**src/rtl/dcm_pkg.sv**
```systemverilog
package dcm_pkg;

  typedef enum logic [2:0] {
    TYPE_READ        = 3'd0,
    TYPE_EARLY_WRITE = 3'd1,
    TYPE_DELAY_WRITE = 3'd2,
    TYPE_RMW         = 3'd3,
    TYPE_READ_NO_OUT = 3'd4,
    TYPE_ROW_REFRESH = 3'd5,
    TYPE_CBR_REFRESH = 3'd6
  } cycleType_t;

  typedef struct packed {
    logic       clearCycle;
    logic       track;
    logic       report;
    cycleType_t typeCode;
  } ctlStrobe_t;

endpackage

```
**src/rtl/dcm_sync.sv**
```systemverilog
module dcm_sync #(
  parameter int WIDTH  = 5,
  parameter int STAGES = 2
) (
  input  logic             clk,
  input  logic             rstN,
  input  logic [WIDTH-1:0] pinsIn,
  output logic [WIDTH-1:0] pinsOut
);
  logic [WIDTH-1:0] chain [STAGES];

  generate
    for (genvar s = 0; s < STAGES; s++) begin : g_stage
      always_ff @(posedge clk) begin
        if (!rstN) chain[s] <= '1;
        else if (s == 0) chain[s] <= pinsIn;
        else chain[s] <= chain[(s == 0) ? 0 : s-1];
      end
    end
  endgenerate

  assign pinsOut = chain[STAGES-1];
endmodule

```
**src/rtl/dcm_ctrl.sv**
```systemverilog
module dcm_ctrl
  import dcm_pkg::*;
(
  input  logic       clk,
  input  logic       rstN,
  input  logic       rasS,
  input  logic       ucasS,
  input  logic       lcasS,
  input  logic       weS,
  input  logic       oeS,
  output ctlStrobe_t strobe,
  output logic       inCycle,
  output logic       weEarly
);
  logic prevRas, prevCasAny;
  logic cbrFlag, casSeen, weLate, readDriven, rmwFlag;
  logic rasFall, rasRise, casAny, casFall;
  cycleType_t typeNext;

  assign rasFall = prevRas & ~rasS;
  assign rasRise = ~prevRas & rasS;
  assign casAny  = ~ucasS | ~lcasS;
  assign casFall = casAny & ~prevCasAny;

  always_ff @(posedge clk) begin
    if (!rstN) begin
      prevRas    <= 1'b1;
      prevCasAny <= 1'b0;
      inCycle    <= 1'b0;
      cbrFlag    <= 1'b0;
      casSeen    <= 1'b0;
      weEarly    <= 1'b0;
      weLate     <= 1'b0;
      readDriven <= 1'b0;
      rmwFlag    <= 1'b0;
    end else begin
      prevRas    <= rasS;
      prevCasAny <= casAny;
      if (rasFall) begin
        inCycle    <= 1'b1;
        cbrFlag    <= casAny;
        casSeen    <= 1'b0;
        weEarly    <= 1'b0;
        weLate     <= 1'b0;
        readDriven <= 1'b0;
        rmwFlag    <= 1'b0;
      end else if (inCycle) begin
        if (rasRise) inCycle <= 1'b0;
        if (!cbrFlag) begin
          if (casFall && !casSeen) begin
            casSeen <= 1'b1;
            weEarly <= ~weS;
          end
          if (casSeen && casAny && !weEarly && !weLate && !weS) begin
            weLate  <= 1'b1;
            rmwFlag <= readDriven;
          end
          if (casAny && weS && !oeS && !weLate && !weEarly)
            readDriven <= 1'b1;
        end
      end
    end
  end

  always_comb begin
    if (cbrFlag)         typeNext = TYPE_CBR_REFRESH;
    else if (!casSeen)   typeNext = TYPE_ROW_REFRESH;
    else if (weEarly)    typeNext = TYPE_EARLY_WRITE;
    else if (weLate)     typeNext = rmwFlag ? TYPE_RMW : TYPE_DELAY_WRITE;
    else if (readDriven) typeNext = TYPE_READ;
    else                 typeNext = TYPE_READ_NO_OUT;
  end

  assign strobe.clearCycle = rasFall;
  assign strobe.track      = inCycle & ~cbrFlag & ~rasRise;
  assign strobe.report     = inCycle & rasRise;
  assign strobe.typeCode   = typeNext;

  // the two write timings exclude each other
  assert_write_kind_exclusive_R4: assert property (@(posedge clk) disable iff (!rstN)
    !(weEarly && weLate));

  // read-modify-write only follows an output-enabled read
  assert_rmw_needs_read_R6: assert property (@(posedge clk) disable iff (!rstN)
    rmwFlag |-> readDriven);
endmodule

```
**src/rtl/dcm_datapath.sv**
```systemverilog
module dcm_datapath
  import dcm_pkg::*;
#(
  parameter int LANES = 2
) (
  input  logic             clk,
  input  logic             rstN,
  input  ctlStrobe_t       strobe,
  input  logic [LANES-1:0] casLow,
  input  logic             weS,
  input  logic             oeS,
  output logic             cycleValid,
  output logic [2:0]       cycleType,
  output logic [LANES-1:0] laneMask,
  output logic [LANES-1:0] driveEn
);
  logic [LANES-1:0] laneAcc, laneWrite, writeNow;

  generate
    for (genvar i = 0; i < LANES; i++) begin : g_lane
      assign writeNow[i] = laneWrite[i] | (~weS & casLow[i]);

      always_ff @(posedge clk) begin
        if (!rstN) begin
          laneAcc[i]   <= 1'b0;
          laneWrite[i] <= 1'b0;
          driveEn[i]   <= 1'b0;
        end else begin
          if (strobe.clearCycle) begin
            laneAcc[i]   <= 1'b0;
            laneWrite[i] <= 1'b0;
          end else if (strobe.track) begin
            laneAcc[i]   <= laneAcc[i] | casLow[i];
            laneWrite[i] <= writeNow[i];
          end
          driveEn[i] <= strobe.track & casLow[i] & ~oeS & ~writeNow[i];
        end
      end
    end
  endgenerate

  always_ff @(posedge clk) begin
    if (!rstN) begin
      cycleValid <= 1'b0;
      cycleType  <= 3'd0;
      laneMask   <= '0;
    end else begin
      cycleValid <= strobe.report;
      if (strobe.report) begin
        cycleType <= strobe.typeCode;
        laneMask  <= laneAcc;
      end
    end
  end

  // a lane drives only during a tracked access
  assert_drive_in_cycle_R9: assert property (@(posedge clk) disable iff (!rstN)
    (|driveEn) |-> $past(strobe.track));

  // refresh reports carry no lanes
  assert_cbr_no_lanes_R2: assert property (@(posedge clk) disable iff (!rstN)
    (cycleValid && cycleType == TYPE_CBR_REFRESH) |-> (laneMask == '0));
endmodule

```
**src/rtl/dram_cycle_monitor.sv**
```systemverilog
module dram_cycle_monitor
  import dcm_pkg::*;
(
  input  logic       clk,
  input  logic       rstN,
  input  logic       rasN,
  input  logic       ucasN,
  input  logic       lcasN,
  input  logic       weN,
  input  logic       oeN,
  output logic       cycleValid,
  output logic [2:0] cycleType,
  output logic [1:0] laneMask,
  output logic [1:0] driveEn
);
  localparam int PIN_COUNT = 5;

  logic [PIN_COUNT-1:0] pinsSync;
  ctlStrobe_t strobe;
  logic inCycle, weEarly;

  dcm_sync #(.WIDTH(PIN_COUNT), .STAGES(2)) u_sync (
    .clk(clk), .rstN(rstN),
    .pinsIn({oeN, weN, lcasN, ucasN, rasN}),
    .pinsOut(pinsSync)
  );

  dcm_ctrl u_ctrl (
    .clk(clk), .rstN(rstN),
    .rasS(pinsSync[0]), .ucasS(pinsSync[1]), .lcasS(pinsSync[2]),
    .weS(pinsSync[3]), .oeS(pinsSync[4]),
    .strobe(strobe), .inCycle(inCycle), .weEarly(weEarly)
  );

  dcm_datapath #(.LANES(2)) u_dp (
    .clk(clk), .rstN(rstN), .strobe(strobe),
    .casLow({~pinsSync[1], ~pinsSync[2]}),
    .weS(pinsSync[3]), .oeS(pinsSync[4]),
    .cycleValid(cycleValid), .cycleType(cycleType),
    .laneMask(laneMask), .driveEn(driveEn)
  );

  // report is a single-cycle pulse
  assert_single_pulse_R10: assert property (@(posedge clk) disable iff (!rstN)
    cycleValid |=> !cycleValid);

  // code 7 is never reported
  assert_type_legal_R10: assert property (@(posedge clk) disable iff (!rstN)
    cycleValid |-> (cycleType != 3'd7));

  // an early write never lets a lane drive
  assert_early_no_drive_R4: assert property (@(posedge clk) disable iff (!rstN)
    (inCycle && $past(weEarly) && weEarly) |-> (driveEn == 2'b00));
endmodule

```
**config.mk**
```make
export PLATFORM = sky130hd
export DESIGN_NAME = dram_cycle_monitor
export DESIGN_NICKNAME = d
export VERILOG_FILES = /design/src/rtl/dcm_pkg.sv /design/src/rtl/dcm_sync.sv /design/src/rtl/dcm_ctrl.sv /design/src/rtl/dcm_datapath.sv /design/src/rtl/dram_cycle_monitor.sv
export SDC_FILE = /design/constraint.sdc
export NUM_CORES = 1
export LEC_CHECK = 0
export BUFFER_PORTS_ARGS = -buffer_cell sky130_fd_sc_hd__buf_2
export CORE_MARGIN = 5
export CORE_UTILIZATION = 40
export DETAILED_ROUTE_END_ITERATION = 7
export GPL_TIMING_DRIVEN = 0
export SLEW_MARGIN = 10
export SYNTH_ARGS = -nofsm -noshare
export SYNTH_HDL_FRONTEND = slang
export SYNTH_SLANG_ARGS = --single-unit
```
**constraint.sdc**
```tcl
create_clock -name clk -period 2.9 [get_ports clk]
set_input_delay 0.87 -clock clk [delete_from_list [all_inputs] [get_ports clk]]
set_output_delay 0.87 -clock clk [all_outputs]
set_load 0.005 [all_outputs]
```
==> reports/metrics.sh <==
REPORT.FINAL.SLEW_VIOL_COUNT=0
CLKSINKCOUNT=31
ROOT_BUFFER='sky130_fd_sc_hd__clkbuf_4'
GLOBALROUTE.TOTALOVERFLOW=0
WORST_SETUP_HOLD_PATH_CLK_SLEW_NS=0.09
AREA_GROWTH_PCT=13.6
WORSTSETUPSTARTPOINTTYPE='flop'
WORST-PATH-BUF-INV=1
PORTBUFFERS=14
FINAL_INSTANCE_COUNT_EXCL_FILLERS=157
YOSYS_WARNINGS=0
WORST_PATH_LARGEST_CELL_DELAY_NS=0.34
WORSTSETUPPATHTYPE='flop to output pin'
CRITICAL_PATH_ARRIVAL_NS=0.77
NUMPLACEDINSTANCES=151
CRIT_FAMILY='flip-flops'
GR-MAX-USAGE-LAYER='met2'
CTS_RESIZED=0
DRT.ANTENNA.VIOLATING_NETS=0
GRT_PASS1_WL_UM=3320
FINAL_PERIOD_MINUS_WORST_SETUP_SLACK_NS=1.64
GLOBAL_ROUTE.USAGE.MET2_PCT=17.1
VIA_COUNT=782
HPWL_UM=1340
POWER.IR.VDD_WORST_mV=0.306
AREA_SHARE_OF_THE_LARGEST_CELL_TYPE_AFTER_SYNTHESIS_PCT=56.2
CTS_MADE_BUFFERS=5
SYNTH.NET_COUNT=113
POSTSYNTHREGISTERBITS=31
DRT-INITIAL-DRC-COUNT=16
FIN_TNS_SETUP_NS=0
FINAL_MIN_PERIOD_OVER_CLOCK_PERIOD_PCT=56.7
DIE_OUTLINE_WIDTH_UM=62.6
YOSYS.CELL_COUNT.TOP_TYPE='sky130_fd_sc_hd__dfxtp_1'
MAXIMUM_NUMBER_OF_PINS_ON_ONE_NET_BEFORE_GLOBAL_ROUTE_REPAIR=11
FMAXACHIEVABLE_GHz=0.609
SYNTH_ENABLE_FLOP_CELLS=0
MET3_USAGE_PCT=6.83
SYNTH.CELLS.MOST_FREQUENT='sky130_fd_sc_hd__dfxtp_1 (31), sky130_fd_sc_hd__nand2b_1 (13), sky130_fd_sc_hd__nand2_1 (7)'
FIRST_GLOBAL_VIAS=777
FINAL.FILL_COUNT=285
MULTI_INPUT_AREA_UM2=457
POSTLAYOUTCOREUTIL_PCT=46.3
OUTCOME='finished clean'
POST_ROUTE_CELLS_DRIVE_ABOVE_1_SHARE_PCT=21.4
INITIAL_UTILIZATION_PCT=40.8
DRC=0
GRTUSAGETOTAL_PCT=11.1
POST_DETAILED_ROUTING_WIRE_LENGTH_UM=1850
GLOBALROUTEMET1UTIL_PCT=11.8
NUM_IO_PINS=15
YS_SEQ_AREA_SHARE_PCT=56.2
MAX-SLEW-MARGIN-REL_PCT=75.3
NUMBER_OF_LEVELS_IN_THE_CLOCK_H_TREE=2
POST-CTS-SETUP-BUFFERS=0
CORE-AREA_UM2=2710
CTS_MAX_PATH_BUFFERS=2
FINAL_DESIGN_AREA_NO_FILL_UM2=1250
PWR_DENSITY_CELL_nW_PER_UM2=552
WORST_SKEW_PAIR.LATE_LATENCY_NS=0.33
CP_DATA_REQUIRED_TIME_NS=2.03
ROUTED_WIRE_LENGTH_PER_INSTANCE_UM=11.8
LAYOUT.AREA.SEQ_UM2=621
SYNTH.DISTINCT_CELLS=32
CTS_TREE='built'
PIN_SLEW_WITH_THE_LEAST_HEADROOM_TO_ITS_LIMIT_NS=0.370
PLACED_AREA_UM2=1210
GRT_ANTENNA_BEFORE_REPAIR=0
WORST-PATH-MAX-FANOUT=2
AVGVIACOUNTPERCELL=4.98
LEAKAGEPOWER_uW=0.000508
FLOORPLAN.DIE_AREA_UM2=3910
SETUP_VIOL=0
DIODES=0
CAP_VIOLATIONS=0
CORE.ROWCOUNT=19
SYN_AREA_PER_CELL_UM2=10.4
DETAIL_ROUTE.FIRST_PASS.ITERATIONS=4
SMALLEST_SETUP_SLACK_AFTER_LAYOUT_NS=1.26
POSTSYNTH.ASYNCRESETSHARE_PCT=0
HOLD_VIOLATIONS=0
CRITPATHSLOWESTCELL='sky130_fd_sc_hd__dfxtp_1'
TIMING.CRITICAL_PATH.CELLS='buf_2'
CTSHOLDBUFFERS=0
SYNTHESIS.INSTANCES=106
DIE_Y_UM=62.6
PRE_CTS_SLACK_NS=1.21
SYNTH.LARGEST_AREA_CELL='sky130_fd_sc_hd__dfxtp_1'
GRT_SETUP_UNREPAIRED='false'
TOP_POST_SYNTHESIS_CELLS_BY_AREA='sky130_fd_sc_hd__dfxtp_1 (56%), sky130_fd_sc_hd__nand2b_1 (7.4%), sky130_fd_sc_hd__o21a_1 (3.4%)'
YS.FLOP_TYPE='sky130_fd_sc_hd__dfxtp_1'
FINISH.NET_COUNT=134
PLACE_CONGESTION=0.818
SYN-CELL-AREA_UM2=1100
HOLD_PATH_CLASS='flop to flop'
CLOCK_SKEW_NS=0.00697
ENDPOINT_KIND='output pin'
## flip-flops by register name, summed over array words and instances (netlist names)
register / flops
u_dp.cycleValid: 1
u_ctrl.casSeen: 1
u_ctrl.weLate: 1
u_ctrl.prevCasAny: 1
u_ctrl.prevRas: 1
u_ctrl.readDriven: 1
u_ctrl.inCycle: 1
u_dp.laneWrite: 2
u_ctrl.weEarly: 1
u_dp.laneMask: 2
u_dp.laneAcc: 2
u_dp.driveEn: 2
u_ctrl.rmwFlag: 1
u_dp.cycleType: 3
u_sync.chain: 10
u_ctrl.cbrFlag: 1
## cell usage in the layout (no fill, tap or decap), types with 2 or more instances in the layout
master / instances
sky130_fd_sc_hd__inv_1: 2
sky130_fd_sc_hd__a21oi_1: 3
sky130_fd_sc_hd__dfxtp_1: 31
sky130_fd_sc_hd__and3b_1: 2
sky130_fd_sc_hd__nor3b_1: 3
sky130_fd_sc_hd__nor4_1: 2
sky130_fd_sc_hd__a21boi_1: 3
sky130_fd_sc_hd__clkbuf_1: 2
sky130_fd_sc_hd__clkbuf_4: 5
sky130_fd_sc_hd__o21a_1: 5
sky130_fd_sc_hd__nor3_2: 2
sky130_fd_sc_hd__nand2b_1: 13
sky130_fd_sc_hd__a31oi_1: 3
sky130_fd_sc_hd__and2b_1: 2
sky130_fd_sc_hd__nor2_1: 3
sky130_fd_sc_hd__nand3b_1: 2
sky130_fd_sc_hd__nand3_1: 2
sky130_fd_sc_hd__buf_2: 15
sky130_fd_sc_hd__nand4_1: 2
sky130_fd_sc_hd__o21ai_1: 3
sky130_fd_sc_hd__nor2b_1: 2
sky130_fd_sc_hd__and2_1: 2
sky130_fd_sc_hd__nand2_1: 7
## worst reg2reg max path, cell delays in order (launching register included)
cell and delay [ns]:
sky130_fd_sc_hd__dfxtp_1 0.34, sky130_fd_sc_hd__nand2b_2 0.24, sky130_fd_sc_hd__and2_4 0.18, sky130_fd_sc_hd__buf_6 0.12
sky130_fd_sc_hd__and3b_1 0.17
## per-layer routing
metal	vias up	part of all wire, %
li1	410	-
met3	5	7.9
met4	0	2.6
met1	349	47
met2	18	43
met5	-	0
## area by class of cell
cell class	count	share of cell area [%]
Tap cell	31	3.09
Multi-Input combinational cell	70	36.4
Timing Repair Buffer	14	5.58
Inverter	2	0.598
Buffer	3	1.60
Clock buffer	6	3.29
Sequential cell	31	49.5
## per-stage QoR
step	total power, uW	hold WS (ns)
6_report	693	0.412
5_1_grt	730	0.427
3_5_place_dp	489	0.398
4_1_cts	701	0.418
2_1_floorplan	477	0.386
3_3_place_gp	488	0.390
## worst paths after layout
path                                       start                       endpoint  slack, ns  cells after the start
hold / removal     u_sync.chain[0][0]$_SDFF_PN1_  u_sync.chain[1][0]$_SDFF_PN1_       0.41                      1
hold reg to reg    u_sync.chain[0][0]$_SDFF_PN1_  u_sync.chain[1][0]$_SDFF_PN1_       0.41                      1
setup / recovery  u_dp.cycleType[2]$_SDFFE_PN0P_                   cycleType[2]       1.26                      1
setup reg to reg   u_sync.chain[1][0]$_SDFF_PN1_    u_ctrl.weEarly$_SDFFE_PP0P_       1.76                      4
## cell families after synthesis
kind of cell,share of synthesized area (%)
DFF,56.2
buffers and inverters,2.49
AOI/OAI and AO/OA,12.5
muxes,0.906
and+or+nand+nor,28.0
## power by group
group / switching, uW / total [uW] / internal [uW]
registers: 6.50 / 442 / 435
clock network: 129 / 215 / 85.9
logic: 18.4 / 36.4 / 18.1
total: 154 / 693 / 539
Power figures use the tool's default switching activity.
